File: config.mk
export PLATFORM = sky130hd
export DESIGN_NAME = wrapped_fifo
export DESIGN_NICKNAME = d
export VERILOG_FILES = /design/src/rtl/wfifo_pkg.sv /design/src/rtl/wfifo_ctrl.sv /design/src/rtl/wfifo_store.sv /design/src/rtl/wfifo_status.sv /design/src/rtl/wrapped_fifo.sv
export SDC_FILE = /design/constraint.sdc
export NUM_CORES = 1
export LEC_CHECK = 0
export BUFFER_PORTS_ARGS = -buffer_cell sky130_fd_sc_hd__clkbuf_2
export CAP_MARGIN = 0
export CELL_PAD_IN_SITES_DETAIL_PLACEMENT = 1
export CELL_PAD_IN_SITES_GLOBAL_PLACEMENT = 2
export CORE_UTILIZATION = 31
export DETAILED_ROUTE_END_ITERATION = 6
export PLACE_DENSITY_LB_ADDON = 0.08
export SLEW_MARGIN = 20
export SYNTH_ARGS = -nofsm -noshare
export SYNTH_HDL_FRONTEND = slang
export SYNTH_HIERARCHICAL = 1
export SYNTH_SLANG_ARGS = --single-unit
File: constraint.sdc
create_clock -name clk -period 2 [get_ports clk]
set_clock_uncertainty 0.05 [all_clocks]
set_input_delay 0.2 -clock clk [delete_from_list [all_inputs] [get_ports clk]]
set_output_delay 0.2 -clock clk [all_outputs]
set_load 0.01 [all_outputs]
File: src/rtl/wfifo_pkg.sv
// Shared types for the wrapped-count FIFO.
// Assumes nothing beyond the IEEE 1800-2017 language.
package wfifo_pkg;
    // Operation that actually takes effect in a cycle.
    typedef enum logic [1:0] {
        OP_IDLE = 2'b00,
        OP_PUSH = 2'b01,
        OP_POP  = 2'b10,
        OP_BOTH = 2'b11
    } fifo_op_e;

    // Pack the accepted push/pop strobes into an operation code.
    function automatic fifo_op_e make_op(input logic do_push, input logic do_pop);
        return fifo_op_e'({do_pop, do_push});
    endfunction
endpackage

File: src/rtl/wfifo_ctrl.sv
// Pointer and occupancy control for the wrapped-count FIFO.
// Decides which strobes are accepted, advances the read and write pointers,
// and keeps a full-width occupancy count.
// Assumes DEPTH is a power of two, so the pointers wrap naturally.
module wfifo_ctrl #(
    parameter int DEPTH = 8,
    localparam int PTRW = $clog2(DEPTH),
    localparam int CNTW = PTRW + 1
) (
    input  logic            clk,
    input  logic            rst_n,
    input  logic            soft_rst,
    input  logic            push,
    input  logic            pop,
    output logic            wr_en,
    output logic [PTRW-1:0] wr_ptr,
    output logic [PTRW-1:0] rd_ptr,
    output logic [CNTW-1:0] count,
    output logic            drop_evt
);
    import wfifo_pkg::*;

    localparam logic [CNTW-1:0] DEPTH_C = CNTW'(DEPTH);

    logic     do_push;
    logic     do_pop;
    fifo_op_e op;

    // Accept strobes: a clear blocks both, a full buffer accepts a push only with a pop.
    always_comb begin
        do_pop   = pop && (count != '0) && !soft_rst;
        do_push  = push && !soft_rst && ((count != DEPTH_C) || do_pop);
        drop_evt = push && !soft_rst && !do_push;
        wr_en    = do_push;
        op       = make_op(do_push, do_pop);
    end

    // Advance pointers and occupancy, or clear them.
    always_ff @(posedge clk) begin
        if (!rst_n || soft_rst) begin
            wr_ptr <= '0;
            rd_ptr <= '0;
            count  <= '0;
        end else begin
            unique case (op)
                OP_PUSH: begin
                    wr_ptr <= wr_ptr + 1'b1;
                    count  <= count + 1'b1;
                end
                OP_POP: begin
                    rd_ptr <= rd_ptr + 1'b1;
                    count  <= count - 1'b1;
                end
                OP_BOTH: begin
                    wr_ptr <= wr_ptr + 1'b1;
                    rd_ptr <= rd_ptr + 1'b1;
                end
                default: ;
            endcase
        end
    end
endmodule

File: src/rtl/wfifo_store.sv
// Word storage for the wrapped-count FIFO.
// One write port, one asynchronous show-ahead read port; the read output
// is forced to zero when the buffer is empty.
// Assumes the controller never writes a slot that has not been read.
module wfifo_store #(
    parameter int DATA_W = 9,
    parameter int DEPTH  = 8,
    localparam int PTRW  = $clog2(DEPTH)
) (
    input  logic              clk,
    input  logic              wr_en,
    input  logic [PTRW-1:0]   wr_ptr,
    input  logic [DATA_W-1:0] wr_data,
    input  logic [PTRW-1:0]   rd_ptr,
    input  logic              non_empty,
    output logic [DATA_W-1:0] rd_data
);
    logic [DATA_W-1:0] mem [DEPTH];

    // Write the accepted word into its slot.
    always_ff @(posedge clk) begin
        if (wr_en) begin
            mem[wr_ptr] <= wr_data;
        end
    end

    // Present the oldest word, or zero when nothing is stored.
    always_comb begin
        rd_data = non_empty ? mem[rd_ptr] : '0;
    end
endmodule

File: src/rtl/wfifo_status.sv
// Status outputs for the wrapped-count FIFO.
// Derives the narrow occupancy field and the flags from the full count,
// and keeps the sticky overflow and busy-error bits.
// Assumes count never exceeds DEPTH.
module wfifo_status #(
    parameter int DEPTH = 8,
    localparam int LVLW = $clog2(DEPTH),
    localparam int CNTW = LVLW + 1
) (
    input  logic            clk,
    input  logic            rst_n,
    input  logic            soft_rst,
    input  logic [CNTW-1:0] count,
    input  logic            drop_evt,
    output logic [LVLW-1:0] level,
    output logic            full,
    output logic            half,
    output logic            overflow,
    output logic            busy_err
);
    localparam logic [CNTW-1:0] DEPTH_C = CNTW'(DEPTH);
    localparam logic [CNTW-1:0] HALF_C  = CNTW'(DEPTH / 2);

    // Occupancy modulo depth, plus the full and half-full flags.
    always_comb begin
        level = count[LVLW-1:0];
        full  = (count == DEPTH_C);
        half  = (count >= HALF_C);
    end

    // Sticky overflow, cleared by either reset.
    always_ff @(posedge clk) begin
        if (!rst_n || soft_rst) begin
            overflow <= 1'b0;
        end else if (drop_evt) begin
            overflow <= 1'b1;
        end
    end

    // Sticky busy error when a clear discards stored words; only rst_n clears it.
    always_ff @(posedge clk) begin
        if (!rst_n) begin
            busy_err <= 1'b0;
        end else if (soft_rst && (count != '0)) begin
            busy_err <= 1'b1;
        end
    end
endmodule

File: src/rtl/wrapped_fifo.sv
// Top level of the wrapped-count FIFO: 8 x 9-bit by default.
// Connects control, storage and status. All state changes on the rising
// edge; rst_n is synchronous and active low, soft_rst is a synchronous clear.
module wrapped_fifo #(
    parameter int DATA_W = 9,
    parameter int DEPTH  = 8,
    localparam int PTRW  = $clog2(DEPTH),
    localparam int CNTW  = PTRW + 1
) (
    input  logic              clk,
    input  logic              rst_n,
    input  logic              soft_rst,
    input  logic              push,
    input  logic [DATA_W-1:0] push_data,
    input  logic              pop,
    output logic [DATA_W-1:0] pop_data,
    output logic [PTRW-1:0]   level,
    output logic              full,
    output logic              half,
    output logic              overflow,
    output logic              busy_err
);
    logic            wr_en;
    logic [PTRW-1:0] wr_ptr;
    logic [PTRW-1:0] rd_ptr;
    logic [CNTW-1:0] count;
    logic            drop_evt;

    wfifo_ctrl #(.DEPTH(DEPTH)) u_ctrl (
        .clk      (clk),
        .rst_n    (rst_n),
        .soft_rst (soft_rst),
        .push     (push),
        .pop      (pop),
        .wr_en    (wr_en),
        .wr_ptr   (wr_ptr),
        .rd_ptr   (rd_ptr),
        .count    (count),
        .drop_evt (drop_evt)
    );

    wfifo_store #(.DATA_W(DATA_W), .DEPTH(DEPTH)) u_store (
        .clk       (clk),
        .wr_en     (wr_en),
        .wr_ptr    (wr_ptr),
        .wr_data   (push_data),
        .rd_ptr    (rd_ptr),
        .non_empty (count != '0),
        .rd_data   (pop_data)
    );

    wfifo_status #(.DEPTH(DEPTH)) u_status (
        .clk      (clk),
        .rst_n    (rst_n),
        .soft_rst (soft_rst),
        .count    (count),
        .drop_evt (drop_evt),
        .level    (level),
        .full     (full),
        .half     (half),
        .overflow (overflow),
        .busy_err (busy_err)
    );
endmodule

After elaboration in Yosys (flattened, before gate mapping)

Memories as Yosys holds them, arrays and structs flattened. A register that Yosys moved wholly into a read port is not among the register bits.
Cells that the tools add are included.

$add $sub $neg: 4
Order comparisons: 1
Equality and inequality tests: 5
Muxes and demuxes: 6
Reduce and logical (&&, ||, !) cells: 15

Operator list:

| kind                                                               | number |
|---|---|
| 2-to-1 mux 9 bit                                                   | 1 |
| one-hot mux 4 bit (2 select lines)                                 | 1 |
| adder 3 x 1 -> 3 bit (second input constant)                       | 2 |
| logical AND 1 bit                                                  | 6 |
| 2-to-1 mux 3 bit                                                   | 2 |
| adder 4 x 1 -> 4 bit (second input constant)                       | 1 |
| equality test 2 bit (second input constant)                        | 2 |
| equality test 4 bit (second input constant)                        | 1 |
| greater-or-equal comparator 4 x 3 -> 1 bit (second input constant) | 1 |
| != test 4 bit (second input constant)                              | 1 |
| nonzero test 4 bit                                                 | 1 |
| OR reduction 2 bit                                                 | 2 |
| subtractor 4 x 1 -> 4 bit (second input constant)                  | 1 |
| logical NOT 1 bit                                                  | 3 |
| equality test 2 x 1 -> 1 bit (second input constant)               | 1 |
| logical OR 1 bit                                                   | 2 |
| 2-to-1 mux 1 bit                                                   | 2 |
| nonzero test 2 bit                                                 | 1 |

Register bits after elaboration: 12
RAM bits: 72
Output and inout port bits: 16
Logic and storage cells: 37
Memories: 1

Memories:

| memory      | depth | width | read ports | clocked after Yosys merged registers in | wr ports | line              | source |
|---|---|---|---|---|---|---|---|
| u_store.mem | 8     | 9     | 1          | 1                                       | 1        | wfifo_store.sv:18 | `logic [DATA_W-1:0] mem [DEPTH];` |

Longest topological paths before layout

Depth in word-level cells: 9
Depth in mapped cells: 10

Modules after synthesis

The synthesis kept the hierarchy.

By module, submodules not included:

| module       | instances | cells an instance | area an instance (sq um) | sequential area each (sq um) |
|---|---|---|---|---|
| wfifo_store  | 1         | 127               | 2,840.2                  | 2,162.1 |
| wfifo_ctrl   | 1         | 67                | 589.3                    | 200.2 |
| wfifo_status | 1         | 11                | 107.6                    | 40.0 |
| wrapped_fifo | 1         | 1                 | 7.5                      | 0.0 |

Worst setup path after synthesis

No wires, ideal clock.

Path type: register to register
Start: register u_ctrl.count[2]
End: register u_ctrl.count[3]
Library setup time: 127 ps
Arrival time: 1,866 ps
Setup slack: -43 ps
Cell stages (with the launch flop): 9
Buffers on the path: 0
Period minus slack after synthesis: 2,043 ps
Path through: dfxtp_1 nor4_2 nor2_2 ha_1 ha_1 nand3_1 and4b_1 o21ai_0 o31ai_1

Longest elaborated chain between the ends: 7
Elaborated cells on any way between the ends: 12
Those cells by class: 2 x add/sub; 3 x eq/ne; 1 x mux; 6 x reduce/logical

RTL lines:

| element                                                                         | line             | source |
|---|---|---|
| start, declared                                                                 | wfifo_ctrl.sv:18 | `output logic [CNTW-1:0] count,` |
| start signal, assigned                                                          | wfifo_ctrl.sv:48 | `count <= count + 1'b1;` |
| start signal, assigned                                                          | wfifo_ctrl.sv:52 | `count <= count - 1'b1;` |
| nonzero test 4 bit                                                              | wfifo_ctrl.sv:31 | `do_pop = pop && (count != '0) && !soft_rst;` |
| logical AND 1 bit (2 in series)                                                 | wfifo_ctrl.sv:31 |  |
| logical OR 1 bit                                                                | wfifo_ctrl.sv:32 | `do_push = push && !soft_rst && ((count != DEPTH_C) \|\| do_pop);` |
| logical AND 1 bit                                                               | wfifo_ctrl.sv:32 |  |
| equality test 2 bit / equality test 2 x 1 -> 1 bit (equally long branches)      | wfifo_ctrl.sv:45 | `unique case (op)` |
| one-hot mux 4 bit (2 select lines) / nonzero test 2 bit (equally long branches) | --               |  |

Several ways; a longest one is shown, not always the timed one.
A chain may end at the register's enable or synchronous reset.

==> impl_metrics.ini <==
[status]
run_status = finished, violations left
violations = setup timing

[synthesis]
synth-xor-area-share = 0.0148
synth-compound-area-share = 0.0194
synth_mux_area_frac = 0.153
synth_simple_gate_area_frac = 0.0748
ys_types = 36
synth_fp_nets = 228
synth_seq_cells = 84
syn-cell-area_um2 = 3540
avgSynthCellArea_um2 = 17.2
synthAdderAreaFrac = 0.0304
syn_inst = 206
yosys_warnings = 6
synth_top_family_by_area = multiplexers
ys_seq_area_frac = 0.678

[critical_path]
crit_slowest_cell = mux4_2
cp_num_buf_inv = 3
critical_path_class = flip-flop to output port
cpPeakStageDelay_ps = 480
reg2reg_depth = 8
crit_top_cell = buf_12
critPathLaunchType = flip-flop
cp.arrival_ps = 1810
endpoint_kind = output port
required_ps = 1750
path_max_fanout = 8
path_cells = buf_12 -> buf_12 -> mux4_2 -> mux2i_1 -> nor2_1 -> clkbuf_2
timing.rr.end = u_ctrl/count[3]$_SDFFE_PP0P_
rr_startpoint = u_ctrl/count[1]$_SDFFE_PP0P_
crit_family = multiplexers
critical_path.startpoint = u_ctrl/rd_ptr[1]$_SDFFE_PP0P_
reg2reg_slack_ps = -30

[power]
power.switching_uw = 778
p_per_area_nw_per_um2 = 831
switching_share = 0.201
total_power_uw = 3860
clkPwrFrac = 0.465
power.leakage_uw = 0.00160
irDropWorstVdd_v = 0.000318
seq_power_share = 0.497
p_int_uw = 3090
p_comb_frac = 0.038

[routing]
wl_per_cell_um = 19.3
drtPass1Iterations = 4
viasPerCell = 4.83
drtAntennaViolNets = 0
wl_mm = 8.05
drcViolationCount = 0
first_iter_violations = 65
via_count = 2013

[cts]
clock-root-buffer = clkbuf_16
cts-htree-levels = 3
cts_hold_buffers = 0
insertion_delay_ps = 330
numCtsBuffers = 9
cts_tree = yes
cts_num_sinks = 84
clock_path_buffers = 2
clkTransAtPathRegs_ps = 60

[sta]
relSlewSlack = 0.654
min_period_ps = 2060
fmax_mhz = 486
finalHoldViolCount = 0
finalSetupViolations = 9
rsz0062_at_grt = yes
fin_ws_ps = -57.4
fin_crit_sh = 1.03
worst_pin_slew_ps = 518
drv_slew = 0

[floorplan]
die_w_um = 109
die_height_um = 109
rows = 38
ios = 30
die-area_um2 = 11900
coreArea_um2 = 11000
initial_core_util = 0.323

[placed_design]
dpl.hpwl_mm = 5.06
place_congestion = 0.748
port_buffers = 29
post_dp_cell_area_um2 = 4060
place_inst = 389

[global_route]
grt_pass1_vias = 2215
grt_max_degree = 16
grt_pass1_wl_mm = 12.2
grt_util_all_layers = 0.146
antenna_found_initial = 0
grt-ovfl-total = 0

[finish]
nets = 294
syn2layout_area_growth_pct = 31.2
drive_gt1_frac = 0.440
stdcell_area_um2 = 4650
fin_cells = 417
antenna-diode-count = 0

[worst_hold_path]
whs_endpoint = u_status/busy_err$_SDFFE_PN0P_
worstHoldPathCells = 2
min_path_type = primary input to flip-flop
hold_start = rst_n

[flow_run]
cap_violations = 0
## worst register-to-register path: stages, from the launching register on
cell and delay, ps:
dfxtp_4 360, buf_4 140, nor4_4 250, nor2_2 90, ha_4 200, ha_4 310, a21oi_4 70, and4b_1 220
o31ai_1 250
## cell usage after synthesis
cell type,instances,area [um^2]
a211oi_1,1,7.51
clkbuf_1,2,7.51
o21ai_0,3,15.0
mux4_2,8,180
nor3b_1,3,22.5
nor3_1,3,15.0
xor2_1,4,35.0
or4_1,1,7.51
buf_12,1,20.0
nand2b_4,1,13.8
a21oi_1,4,20.0
inv_1,6,22.5
mux2i_1,10,100
nor2_1,28,105
buf_2,2,10.0
buf_6,1,11.3
mux4_1,10,263
edfxtp_1,72,2160
o41a_1,1,11.3
o31ai_1,1,7.51
nor2_2,1,6.26
and4b_1,1,10.0
buf_4,4,30.0
nor4_2,1,12.5
fa_1,1,20.0
nor4b_1,1,8.76
clkinv_1,1,3.75
nand3b_1,1,7.51
o21a_1,1,7.51
xnor2_1,2,17.5
ha_1,7,87.6
nand3_1,2,10.0
nand2b_1,4,25.0
or2_1,1,6.26
nand2_1,4,15.0
dfxtp_1,12,240
## how the worst max path moves through the flow
stage	cells after the start	slack (ps)	to
after global routing	10	-140	u_ctrl/count[2]$_SDFFE_PP0P_
after CTS	6	-80	pop_data[4]
final	6	-60	pop_data[4]
after detailed placement	8	-160	u_ctrl/count[3]$_SDFFE_PP0P_
after floorplan	8	-30	u_ctrl/count[3]$_SDFFE_PP0P_
after global placement	10	10	u_ctrl/count[2]$_SDFFE_PP0P_
## area by class of cell
cell class,count,area [um^2]
clock buffer,10,229
inverter,7,31.3
tap,140,175
timing repair buffer,65,547
clock inverter,6,96.3
multi-input combinational,105,1160
sequential,84,2410
fill,1077,6330
## placed cells by master (no fill, tap or decap), types with 2 or more instances in the layout
cell type	synthesis	layout
edfxtp_1	72	72
nor3b_1	3	3
clkinv_4	0	2
dfxtp_1	12	6
buf_4	4	24
bufinv_16	0	2
nor3_4	0	3
dfxtp_4	0	2
nor2_2	1	7
buf_6	1	3
a21oi_1	4	2
nand2b_1	4	3
mux4_1	10	7
xor2_1	4	4
xnor2_1	2	2
clkbuf_16	0	9
mux2i_1	10	10
buf_12	1	8
ha_4	0	2
ha_1	7	5
dfxtp_2	0	4
mux4_2	8	11
nor2_1	28	22
clkbuf_2	0	29
inv_1	6	5
nand2_1	4	3
## repair_timing
item                       4_1_cts  5_1_grt
cloned                           1        0
pin swaps                        2       10
resized for setup               19       26
hold endpoints to repair         0        0
setup buffers                    6        5
setup endpoints to repair       12       86
## power groups by stage
stage	Clock (uW)	Sequential (uW)	Combinational [uW]
after CTS	1830	1920	140
after floorplan	0	1960	60.4
after global routing	1890	1920	163
final	1800	1920	148
after global placement	0	1960	128
after detailed placement	0	1960	134
## registers in the layout (all words and copies together), names as in the netlist
register           count
u_ctrl/count           4
u_store/mem           72
u_status/busy_err      1
u_status/overflow      1
u_ctrl/rd_ptr          3
u_ctrl/wr_ptr          3
## kinds of logic after synthesis
kind of cell | Yosys count
DFF | 84
adders and majority gates | 8
and+or+nand+nor | 52
xor gates and xnor gates | 6
AOI/OAI and AO/OA | 11
buffers and inverters | 17
muxes | 28
## per-layer routing
metal / share of wire / up-vias / wire length [um] / track usage
met5: 0 / - / 0 / 0
met4: 0.012 / 0 / 100 / 0.0512
met3: 0.030 / 8 / 244 / 0.0299
met2: 0.55 / 31 / 4410 / 0.271
met1: 0.41 / 1042 / 3290 / 0.165
li1: - / 932 / - / -
## stage by stage
step | TNS, ps | hold slack, ps | utilization | setup slack, ps
5_1_grt | -1450 | 67.4 | 0.423 | -137
3_3_place_gp | 0 | 380 | 0.370 | 10.8
2_1_floorplan | -32.1 | 226 | - | -32.1
3_5_place_dp | -278 | 395 | 0.370 | -161
6_report | -282 | 59.5 | 0.423 | -57.4
4_1_cts | -372 | 50.2 | 0.412 | -75.4
Power figures use the tool's default switching activity.
